`config.mk`:
```
export PLATFORM = sky130hd
export DESIGN_NAME = dram_pwr_ctl
export DESIGN_NICKNAME = d
export VERILOG_FILES = /design/src/rtl/dram_pwr_ctl.sv
export SDC_FILE = /design/constraint.sdc
export NUM_CORES = 1
export LEC_CHECK = 0
export ABC_CLOCK_PERIOD_IN_PS = 4400
export BUFFER_PORTS_ARGS = -buffer_cell sky130_fd_sc_hd__buf_2
export CORE_ASPECT_RATIO = 0.6
export CORE_UTILIZATION = 35
export CTS_CLUSTER_DIAMETER = 120
export DETAILED_ROUTE_END_ITERATION = 16
export PLACE_DENSITY = 0.69
export SLEW_MARGIN = 20
export SYNTH_ARGS = -nofsm -noshare
export SYNTH_HDL_FRONTEND = slang
export SYNTH_SLANG_ARGS = --single-unit
```
`constraint.sdc`:
```
create_clock -name clk -period 4.4 [get_ports clk]
set_input_delay 0.44 -clock clk [delete_from_list [all_inputs] [get_ports clk]]
set_output_delay 0.44 -clock clk [all_outputs]
set_load 0.005 [all_outputs]
```
`src/rtl/dram_pwr_ctl.sv`:
```
module dram_pwr_ctl #(
  parameter int CW = 20
) (
  input  logic          clk,
  input  logic          rst_n,
  input  logic          req_valid,
  output logic          req_ready,
  input  logic          pending,
  input  logic          mode_quad,
  input  logic          pred_en,
  input  logic [1:0]    base_sel,
  input  logic [CW-1:0] thr_as,
  input  logic [CW-1:0] thr_sn,
  input  logic [CW-1:0] thr_np,
  input  logic [CW-1:0] lat_s,
  input  logic [CW-1:0] lat_n,
  input  logic [CW-1:0] lat_p,
  input  logic [CW-1:0] benefit,
  output logic [1:0]    state
);
  localparam logic [1:0] ACT = 2'd0;
  localparam logic [1:0] STB = 2'd1;
  localparam logic [1:0] PDN = 2'd3;
  localparam logic [CW-1:0] CMAX = '1;
  localparam logic [CW-1:0] ONE  = CW'(1);

  logic [1:0]    st;
  logic [CW-1:0] dwell, gap_run, gap_last, wcnt;
  logic          waking;
  logic [CW-1:0] thr_cur, lat_cur;

  wire       busy    = req_valid | pending;
  wire [1:0] base    = (base_sel == ACT) ? STB : base_sel;
  wire       predict = mode_quad & pred_en & (gap_last > benefit);
  wire       demote  = !busy && (st != PDN) &&
                       (predict || (mode_quad ? (dwell >= thr_cur) : (st == ACT)));
  wire [1:0] target  = predict ? PDN : (mode_quad ? st + 2'd1 : base);
  wire [CW-1:0] dwell_inc = (dwell == CMAX) ? dwell : dwell + ONE;

  always_comb begin
    case (st)
      2'd0:    thr_cur = thr_as;
      2'd1:    thr_cur = thr_sn;
      2'd2:    thr_cur = thr_np;
      default: thr_cur = CMAX;
    endcase
    case (st)
      2'd1:    lat_cur = lat_s;
      2'd2:    lat_cur = lat_n;
      2'd3:    lat_cur = lat_p;
      default: lat_cur = '0;
    endcase
  end

  always_ff @(posedge clk) begin
    if (!rst_n) begin
      st       <= ACT;
      dwell    <= '0;
      gap_run  <= '0;
      gap_last <= '0;
      wcnt     <= '0;
      waking   <= 1'b0;
    end else begin
      if (busy)                 gap_run <= '0;
      else if (gap_run != CMAX) gap_run <= gap_run + ONE;

      if (st == ACT) begin
        if (demote) begin
          st    <= target;
          dwell <= '0;
        end else begin
          dwell <= busy ? '0 : dwell_inc;
        end
      end else if (waking) begin
        if (wcnt == '0) begin
          st     <= ACT;
          waking <= 1'b0;
          dwell  <= '0;
        end else begin
          wcnt <= wcnt - ONE;
        end
      end else if (busy) begin
        gap_last <= gap_run;
        dwell    <= '0;
        if (lat_cur == '0) begin
          st <= ACT;
        end else begin
          waking <= 1'b1;
          wcnt   <= lat_cur - ONE;
        end
      end else if (demote) begin
        st    <= target;
        dwell <= '0;
      end else begin
        dwell <= dwell_inc;
      end
    end
  end

  assign state     = st;
  assign req_ready = (st == ACT);
endmodule

```
-- Word level (Yosys, flattened, before mapping)
Cells that the tools add are included.
- register bits after elaboration: 83
- output and inout port bits: 3
- logic and storage cells: 70
- input bits: 148
- equal/unequal tests: 10
- $add $sub $neg: 5
- reduce and logical (&&, ||, !) cells: 13
- bitwise gates (word level): 6
- muxes and demuxes: 28
- order comparisons: 2
- operators by type and width (cell ; count):
    20-bit 2-to-1 mux ; 12
    20-bit one-hot mux with 3 select lines ; 2
    20-bit by 1-bit adder with 20-bit output, second input constant ; 2
    20-bit zero test ; 2
    20-bit by 1-bit subtractor with 20-bit output, second input constant ; 2
    20-bit == test, second input constant ; 1
    20-bit greater-or-equal comparator ; 1
    20-bit greater-than comparator ; 1
    20-bit inequality test, second input constant ; 1
    2-bit 2-to-1 mux ; 9
    2-bit inequality test, second input constant ; 3
    1-bit 2-to-1 mux ; 5
    2-bit == test, second input constant ; 2
    2-bit zero test ; 2
    4-bit by 3-bit inequality test with 1-bit output, second input constant ; 1
    4-bit AND reduction ; 1
    3-bit by 2-bit inequality test with 1-bit output, second input constant ; 1
    1-bit inverter ; 3
    3-bit AND reduction ; 1
    2-bit by 1-bit adder with 2-bit output, second input constant ; 1
    1-bit AND ; 2
    2-bit by 1-bit == test with 1-bit output, second input constant ; 1
    1-bit logical AND ; 2
    2-bit AND reduction ; 1
    5 further kinds ; 5

-- Depth between registers and ports, before layout
Gate-level depths: netlist (run 1).
- depth in word-level cells: 10
- mapped depth: 17
- depth with buffers taken out: 13

-- Worst setup path after synthesis (run 1)
No wires, ideal clock.
- path type: register -> register
- start: register st[0], in the netlist state[0]
- end: register st[1], in the netlist state[1]
- setup time: 0.119 ns
- stages on the path, launching flop included: 16
- period minus slack after synthesis: 3.417 ns
- buffers on the path: 3
- slack: 0.983 ns
- arrival time: 3.298 ns
- path through: dfxtp_1 > inv_1 > ha_1 > clkbuf_1 > clkbuf_1 > a22o_1 > a211oi_1 > ha_1 > a2111oi_0 > nor4_1 > o41ai_1 > a311o_1 > o21a_1 > buf_2 > nor4_2 > o221a_2
- cells in the longest elaborated chain, start to end: 10
- ends and longest elaborated chain (item ; line ; source):
    start, declared ; 27 ; logic [1:0] st;
    start signal, assigned ; 69 ; st <= target;
    start signal, assigned ; 92 ; st <= target;
    2-bit zero test * ; - ;
    named net req_ready ; 7 ; output logic req_ready,
    20-bit one-hot mux with 3 select lines ; 41 ; case (st)
    20-bit greater-or-equal comparator ; 36 ; (predict || (mode_quad ? (dwell >= thr_cur) : (st == ACT)));
    1-bit 2-to-1 mux ; 36 ;
    1-bit logical OR ; 36 ;
    1-bit logical AND ; 35 ; wire demote = !busy && (st != PDN) &&
    2-bit 2-to-1 mux ; 68, 91 ;
    2-bit 2-to-1 mux ; 82 ; end else if (busy) begin
    2-bit 2-to-1 mux ; 74 ; end else if (waking) begin
    2-bit 2-to-1 mux ; 67 ; if (st == ACT) begin
The timed path passes the listed nets; every way through them passes the cells marked *.
A chain may end at the register's enable or synchronous reset.

-- Final worst setup path (run 1)
- start: register st[0], in the netlist state[0]
- end: register st[1], in the netlist state[1]
- cells in the longest elaborated chain, start to end: 10
- ends and longest elaborated chain (item ; line):
    2-bit == test, or another cell as far along ; 41, 47
    20-bit one-hot mux with 3 select lines ; 41
    20-bit greater-or-equal comparator ; 36
    1-bit 2-to-1 mux ; 36
    1-bit logical OR ; 36
    1-bit logical AND ; 35
    2-bit 2-to-1 mux ; 68, 91
    2-bit 2-to-1 mux ; 82
    2-bit 2-to-1 mux ; 74
    2-bit 2-to-1 mux ; 67
Several ways; a longest one is shown, not always the timed one.

==> flow_metrics.tcl, run 1 <==
set metrics [dict create \
    maxSlewHeadroom_pct 37.4 \
    crit_path_top_delay_cell "a2111oi_0" \
    power.total_uw 1970 \
    yosysUniqueCellTypes 64 \
    required_ns 4.64 \
    cts_buffers 9 \
    grt_max_degree 49 \
    yosys_warnings 0 \
    ir_drop_uv 152 \
    crit_end "state[1]" \
    initial_utilization_pct 36.8 \
    synth_ff_type "dfxtp_1" \
    worstRegToRegCells 12 \
    overflow 0 \
    ant_nets 0 \
    clock_sinks 83 \
    r2r-start "state[0]" \
    p_leak_uw 0.00289 \
    hold_viol_final 0 \
    syn-num-nets 923 \
    p_per_area_nw_per_um2 281 \
    first_pass_iters 5 \
    die-area_um2 17100 \
    postPlaceCellArea_um2 6700 \
    die_w_um 168 \
    drt_wl_total_um 16400 \
    cpMostUsedCell "ha_1" \
    place_ws_ns 0.637 \
    cts_resized 0 \
    grt_usage_pct 19.2 \
    layout_common_cells "buf_2, nand2_1, dfxtp_1, nor2_1, ha_1" \
    setup_violations 0 \
    fin_nets 1055 \
    fin_setup_tns_ns 0 \
    worst_pin_slew_ns 0.939 \
    synth_edf_count 0 \
    crit_fanout 13 \
    syn2layout_area_growth_pct 21.4 \
    max_freq_mhz 261 \
    avgSynthCellArea_um2 7.95 \
    yosys_register_bits 83 \
    crit_path_max_incr_delay_ns 0.48 \
    synth_area_um2 5780 \
    num_vias 5811 \
    drive_gt1_share_pct 21.8 \
    htree_levels 3 \
    port_buffers 150 \
    wl_per_cell_um 15.4 \
    fillers 1558 \
    row_count 35 \
    cts_buffer_depth 2 \
    drt_iter0_drc 494 \
    synth-seq-area-share_pct 28.7 \
    hpwl_um 12700 \
    clk_latency_ns 0.35 \
    rsz0062_at_grt "false" \
    worstSetupStartpoint "state[0]" \
    grt_pass1_vias 5161 \
    r2r_slack_ns 0.57 \
    place.gp.congestion 0.878 \
    worstPathCellList "inv_1 > ha_1 > a22o_1 > a211oi_1 > ha_1 > a2111oi_0 > nor4_1 > o41ai_1 > a311o_1 > o21a_1 > nor4_2 > o221a_2" \
    crit_family "compound AO/OA/AOI/OAI gates" \
    finalInstanceArea_um2 7020 \
    whs_ns 0.469 \
    layout_min_cycle_time_ns 3.83 \
    layout_commonest_cell "buf_2" \
    root_buffer "clkbuf_16" \
    critical_path_class "reg -> reg" \
    max_cap_violations 0 \
    ios 151 \
    fin_crit_sh_pct 87.0 \
    finalMaxSlewViolations 0 \
    async_reset_ff_share_pct 0 \
    critPathCaptureType "flop" \
    worst-path-buf-inv 1 \
    route.detailed.drc 0 \
    min_path_cells 2 \
    cts_tree "done" \
    start_kind "flop" \
    die_y_um 102 \
    fin_skew_ns 0.00724 \
    cts.clk_slew.worst_paths_ns 0.06 \
    antenna_found_initial 0 \
    holdBufCountCts 0 \
    hold_class "reg -> reg" \
    reg2reg_to "state[1]" \
    diodes 0 \
    cp_num_cells 12 \
    cts_setup_buffers 0 \
    syn_inst 727 \
    status "finished clean" \
    grt_pass1_wl_um 26100 \
    critPathArrivalTime_ns 4.07 \
    setup_ws_ns 0.572 \
    routed_via_density 5.45 \
    fp.coreArea_um2 15700 \
]
[synth_stat cells (all sizes together), types with 2 or more instances]
library cell | n | share of area, %
nand2 | 95 | 6.2
o2111ai | 2 | 0.30
o221a | 2 | 0.39
or2 | 2 | 0.22
a31oi | 4 | 0.43
xor2 | 23 | 3.5
nor3 | 9 | 0.78
clkbuf | 33 | 2.1
o31ai | 3 | 0.39
dfxtp | 83 | 29
a22oi | 4 | 0.52
nand3 | 32 | 2.8
and2 | 6 | 0.65
a211oi | 22 | 2.9
a21boi | 24 | 3.1
nand4 | 24 | 2.6
a22o | 19 | 2.9
buf | 7 | 0.82
nand2b | 7 | 0.76
or3 | 5 | 0.54
o21ai | 30 | 2.8
nor4 | 9 | 1.3
xnor2 | 19 | 2.9
o22ai | 7 | 0.76
and3 | 14 | 1.5
nor2b | 9 | 0.97
a222oi | 20 | 3.5
ha | 48 | 10
inv | 30 | 1.9
a21oi | 31 | 2.9
nor2 | 65 | 4.4
and4 | 4 | 0.61
o21a | 2 | 0.26
mux2i | 11 | 1.9
a21o | 2 | 0.26
or4 | 6 | 0.84
[cell families after synthesis]
kind of cell	count (synthesis)	synth area share, %
simple gates	289	24.5
buf+inv	70	4.91
xor+xnor	42	6.36
compound gates	184	23.2
mux	11	1.90
fa+ha+maj	48	10.4
flops	83	28.7
[where the power goes]
| group | switching, µW | internal [µW] | leakage [µW] |
|---|---|---|---|
| logic | 207 | 175 | 0.00207 |
| registers | 11.2 | 761 | 0.000669 |
| clock network | 308 | 507 | 0.000154 |
| total | 527 | 1440 | 0.00289 |
[registers in the layout, indices dropped and copies added (netlist names)]
register,flops
state,2
wcnt,20
gap_last,20
dwell,20
waking,1
gap_run,20
[worst min-delay path by stage]
stage,startpoint,to
after CTS,wcnt[3],wcnt[3]
after global placement,gap_last[18],gap_last[18]
after detailed placement,wcnt[3],wcnt[3]
after floorplan,wcnt[3],wcnt[3]
final,wcnt[3],wcnt[3]
after global routing,wcnt[3],wcnt[3]
[metrics by stage]
step	cells	utilization, %
floorplan	727	-
finish	1066	44.6
detailed placement	1051	42.6
CTS	1066	44.6
global placement	1051	42.6
global route	1066	44.6
[layer usage]
metal	wire [µm]	GRT usage (%)	share of wire [%]	vias up
met4	105	3.67	0.64	0
met1	8370	28.4	51	2646
met2	6680	28.2	41	220
met5	0	0	0	-
li1	-	-	-	2932
met3	1260	4.38	7.7	13
[area by class of cell]
cell class | count | area, µm² | area share [%]
Multi-Input combinational cell | 574 | 3840 | 54.7
Sequential cell | 83 | 1660 | 23.7
Timing Repair Buffer | 161 | 833 | 11.9
Tap cell | 203 | 254 | 3.62
Clock buffer | 10 | 239 | 3.41
Inverter | 30 | 113 | 1.60
Clock inverter | 5 | 77.6 | 1.11
[tightest hold or removal path, stage by stage, from the launching register on]
cell and delay [ns]:
dfxtp_1 0.32, nand2_1 0.05, a21boi_1 0.05
Power figures use the tool's default switching activity.
==> run 2, diff against run 1 <==
Settings changed: ABC_CLOCK_PERIOD_IN_PS 4400 to 3300, MAX_ROUTING_LAYER set to met4, PLACE_DENSITY 0.69 to 0.58.
Clock period 4.4 ns to 3.3 ns, I/O delays scaled along.
==> run 2 against run 1 <==
Effect of this change: power grew 31%; die area unchanged; global-route usage rose by 2.0 points; combinational power rose by 52%; register-to-register slack lost 0.45 ns; via count is 1.0% higher; utilization is 2.1 points higher; non-clock buffer count grew 28; final cell count rose by 2.7%; sequential power is 33% higher; largest cell class unchanged; highest routed layer unchanged.
==> flow_metrics.tcl, run 2 (synthesized netlist as in run 1, its figures left out) <==
set metrics [dict create \
    die-area_um2 17100 \
    layout_common_cells "buf_2, nand2_1, dfxtp_1, nor2_1, ha_1" \
    rsz0062_at_grt "true" \
    clk_latency_ns 0.34 \
    routed_via_density 5.36 \
    fin_cells 1095 \
    cts.clk_slew.worst_paths_ns 0.06 \
    num_vias 5872 \
    max_cap_violations 0 \
    status "finished clean" \
    p_leak_uw 0.00303 \
    fillers 1566 \
    fin_nets 1083 \
    ir_drop_uv 201 \
    grt_pass1_vias 5197 \
    max_freq_mhz 314 \
    drive_gt1_share_pct 26.7 \
    fin_crit_sh_pct 96.4 \
    met2_usage_pct 27.9 \
    row_count 35 \
    hpwl_um 13800 \
    gr-usage-met3_pct 3.79 \
    drt_wl_total_um 17700 \
    hold_class "in -> reg" \
    overflow 0 \
    fin_setup_tns_ns 0 \
    busiest_layer "met1" \
    drt_iter0_drc 407 \
    ios 151 \
    layout_min_cycle_time_ns 3.18 \
    maxSlewHeadroom_pct 46.4 \
    cts_buffers 9 \
    critPathArrivalTime_ns 3.41 \
    cts_tree "done" \
    met1_usage_pct 32.8 \
    layout_commonest_cell "buf_2" \
    root_buffer "clkbuf_16" \
    grt_pass1_wl_um 27500 \
    initial_utilization_pct 36.8 \
    htree_levels 3 \
    setup_violations 0 \
    fp.coreArea_um2 15700 \
    whs_ns 0.425 \
    first_pass_iters 5 \
    critPathCaptureType "flop" \
    syn2layout_area_growth_pct 27.1 \
    diodes 0 \
    hold_viol_final 0 \
    antenna_found_initial 0 \
    holdBufCountCts 0 \
    place.gp.congestion 0.909 \
    crit_fanout 6 \
    cts_buffer_depth 2 \
    port_buffers 150 \
    grt_max_degree 36 \
    wl_per_cell_um 16.1 \
    die_y_um 102 \
    fin_skew_ns 0.00580 \
    route.detailed.drc 0 \
    place_inst 1075 \
    start_kind "flop" \
    critical_path_class "reg -> reg" \
    finalMaxSlewViolations 0 \
    p_per_area_nw_per_um2 352 \
    ant_nets 0 \
    required_ns 3.53 \
    die_w_um 168 \
    grt_usage_pct 21.2 \
    worst_pin_slew_ns 0.803 \
    clock_sinks 83 \
]
## run 2: cell types whose count changed in the layout (fill, tap and decap cells not counted), sizes merged
cell and delta:
buf +28, bufinv -2, clkbuf -1, clkinvlp +1
inv +3
## run 2: area by class of cell
| type | count | area, µm² | area share, % |
|---|---|---|---|
| multi-input cells | 574 | 3970 | 54.0 |
| well taps | 203 | 254 | 3.46 |
| clock buffers | 9 | 225 | 3.06 |
| clock inverters | 7 | 58.8 | 0.800 |
| flip-flops and latches | 83 | 1670 | 22.7 |
| repair buffers | 189 | 1060 | 14.4 |
| inverters | 30 | 116 | 1.58 |
## run 2: final timing paths
path / from / endpoint / slack, ns / depth (start not counted)
setup / recovery: state[0] / state[1] / 0.12 / 14
hold / removal: rst_n / wcnt[1] / 0.42 / 2
setup reg to reg: state[0] / state[1] / 0.12 / 14
hold reg to reg: gap_last[8] / gap_last[8] / 0.47 / 2
## run 2: worst max-delay path: stages, from the launching register on
cell and delay (ns):
dfxtp_4 0.38, clkinvlp_4 0.15, ha_4 0.21, buf_4 0.14, a22o_1 0.21, a211oi_2 0.20, ha_1 0.25, o21a_1 0.19
nor2_2 0.14, nor4_2 0.08, o41ai_1 0.35, a311o_1 0.26, o21a_4 0.18, nor4_4 0.05, o221a_2 0.28
## run 2: stage by stage
| stage | total power (µW) | util (%) | setup WS, ns | instance area (µm²) |
|---|---|---|---|---|
| floorplan | 1380 | - | 0.00437 | 5790 |
| global placement | 1590 | 43.9 | -0.0254 | 6900 |
| detailed placement | 1590 | 43.9 | -0.0892 | 6900 |
| CTS | 2570 | 45.7 | 0.0228 | 7190 |
| global route | 2710 | 46.7 | -0.0508 | 7350 |
| finish | 2580 | 46.7 | 0.120 | 7350 |
## run 2: per-layer routing
layer / routed length [µm] / vias up / part of all wire (%)
met5: 0 / - / 0
met4: 94 / 0 / 0.53
met3: 1030 / 7 / 5.8
met2: 6710 / 174 / 38
met1: 9840 / 2694 / 56
li1: - / 2997 / -
## run 2: report_power, final
part / switching [µW] / internal (µW) / leakage (µW) / total (µW)
Combinational: 301 / 278 / 0.00223 / 579
Clock: 453 / 524 / 0.000139 / 976
Sequential: 13.9 / 1010 / 0.000670 / 1030
Total: 767 / 1820 / 0.00303 / 2580
## run 2: repair_timing
action | 4_1_cts | 5_1_grt
endpoints found under the setup margin | 22 | 28
pin swaps | 1 | 11
buffers inserted | 0 | 4
gates resized for setup | 3 | 25
==> run 3, diff against run 2 <==
Settings changed: CELL_PAD_IN_SITES_DETAIL_PLACEMENT set to 0, CELL_PAD_IN_SITES_GLOBAL_PLACEMENT set to 2, CORE_UTILIZATION 35 to 28, PLACE_DENSITY 0.58 to 0.77.
==> run 3 against run 2 <==
Effect of this change: power up 1.4%; first-iteration DRC count down 2.2%; highest routed layer unchanged; utilization down 8.9 points; critical path type unchanged.
==> flow_metrics.tcl, run 3 (synthesized netlist as in run 1, its figures left out) <==
set metrics [dict create \
    first_pass_iters 7 \
    layout_min_cycle_time_ns 3.25 \
    place_ws_ns -0.151 \
    hold_class "in -> reg" \
    grt_max_degree 28 \
    gr-usage-met3_pct 2.92 \
    min_path_cells 3 \
    required_ns 3.54 \
    fp.coreArea_um2 20100 \
    p_per_area_nw_per_um2 344 \
    layout_commonest_cell "buf_2" \
    met2_usage_pct 24.0 \
    max_cap_violations 0 \
    cp_num_cells 14 \
    busiest_layer "met1" \
    drt_wl_total_um 18200 \
    crit_path_top_delay_cell "dfxtp_2" \
    critical_path_class "reg -> reg" \
    die-area_um2 21200 \
    route.detailed.drc 0 \
    critPathCaptureType "flop" \
    crit_fanout 8 \
    root_buffer "clkbuf_16" \
    cts_buffer_depth 2 \
    drive_gt1_share_pct 28.1 \
    ant_nets 0 \
    critPathArrivalTime_ns 3.49 \
    routed_via_density 5.02 \
    ios 151 \
    setup_ws_ns 0.0548 \
    worstPathCellList "inv_4 > ha_4 > clkbuf_4 > a22o_1 > a211oi_1 > ha_1 > nand4_1 > nor3_2 > o41ai_2 > a311o_1 > o21a_2 > a21oi_4 > clkbuf_16 > nor2_1" \
    grt_usage_pct 17.5 \
    grt_pass1_vias 5507 \
    port_buffers 150 \
    layout_common_cells "buf_2, nand2_1, dfxtp_1, nor2_1, ha_1" \
    syn2layout_area_growth_pct 31.5 \
    p_leak_uw 0.00311 \
    row_count 40 \
    maxSlewHeadroom_pct 41.7 \
    place.gp.congestion 0.820 \
    hold_viol_final 0 \
    status "finished clean" \
    antenna_found_initial 0 \
    cts_tree "done" \
    ir_drop_uv 242 \
    start_kind "flop" \
    die_w_um 187 \
    cts.clk_slew.worst_paths_ns 0.06 \
    holdBufCountCts 0 \
    drt_iter0_drc 398 \
    fin_nets 1092 \
    diodes 0 \
    initial_utilization_pct 28.7 \
    cts_buffers 9 \
    finalMaxSlewViolations 0 \
    num_vias 5894 \
    crit_family "compound AO/OA/AOI/OAI gates" \
    fillers 2103 \
    htree_levels 3 \
    wl_per_cell_um 15.5 \
    fin_crit_sh_pct 98.3 \
    grt_pass1_wl_um 28800 \
    fin_skew_ns 0.00623 \
    clock_sinks 83 \
    clk_latency_ns 0.35 \
    worstRegToRegCells 14 \
    die_y_um 113 \
    max_freq_mhz 308 \
    fin_util_pct 37.8 \
    overflow 0 \
    setup_violations 0 \
    worst_pin_slew_ns 0.874 \
    crit_path_max_incr_delay_ns 0.35 \
    hpwl_um 14000 \
    worst-path-buf-inv 3 \
    met1_usage_pct 26.2 \
]
==> run 3: changes by cell type in the layout (fill, tap and decap cells not counted), moves of 2 or more <==
cell / before / now
a211oi_2: 3 / 6
buf_4: 37 / 39
nor2_1: 61 / 63
buf_12: 1 / 6
a211oi_1: 19 / 15
nor2_2: 3 / 1
==> run 3: worst register-to-register path: stages (launching register included) <==
cell and delay, ns:
dfxtp_2 0.35, inv_4 0.05, ha_4 0.20, clkbuf_4 0.19, a22o_1 0.20, a211oi_1 0.26
ha_1 0.18, nand4_1 0.26, nor3_2 0.29, o41ai_2 0.13, a311o_1 0.34, o21a_2 0.17
a21oi_4 0.26, clkbuf_16 0.21, nor2_1 0.05
==> run 3: power by group <==
group          switching [µW]  total (µW)  internal [µW]
Combinational             307         602            295
Clock                     465         987            523
Sequential               14.6        1030           1010
==> run 3: routing by layer <==
layer / up-vias / wire length (µm)
met4: 0 / 201
met2: 159 / 7180
met1: 2707 / 9920
li1: 3016 / -
met5: - / 0
met3: 12 / 934
==> run 3: layout make-up <==
cell class                 instances  area (µm²)  area share (%)
timing repair buffer             198        1210            15.9
inverter                          30         115            1.51
clock inverter                     7        57.6           0.757
multi-input combinational        574        3990            52.5
sequential                        83        1670            21.9
clock buffer                       9         225            2.96
tap                              273         342            4.49
==> run 3: repair_timing <==
| item | 4_1_cts | 5_1_grt |
|---|---|---|
| pin swaps | 0 | 15 |
| buffers inserted | 0 | 6 |
| setup endpoints to repair | 22 | 25 |
| resized for setup | 3 | 34 |
| cloned | 0 | 1 |
==> run 3: worst paths after layout <==
kind | startpoint | endpoint | slack (ns)
setup / recovery | state[1] | dwell[1] | 0.05
hold / removal | pending | state[0] | 0.39
setup reg to reg | state[1] | dwell[1] | 0.05
hold reg to reg | gap_last[0] | gap_last[0] | 0.47
==> run 3: metrics by stage <==
step	power [µW]	TNS, ns	area (µm²)	std cells	hold slack [ns]
after floorplan	1380	0	5790	727	0.435
after global placement	1620	-0.0151	7090	1152	0.455
after detailed placement	1620	-1.72	7090	1152	0.460
after CTS	2610	-0.0291	7390	1168	0.386
after global routing	2750	-0.228	7600	1174	0.397
final	2620	0	7600	1174	0.391
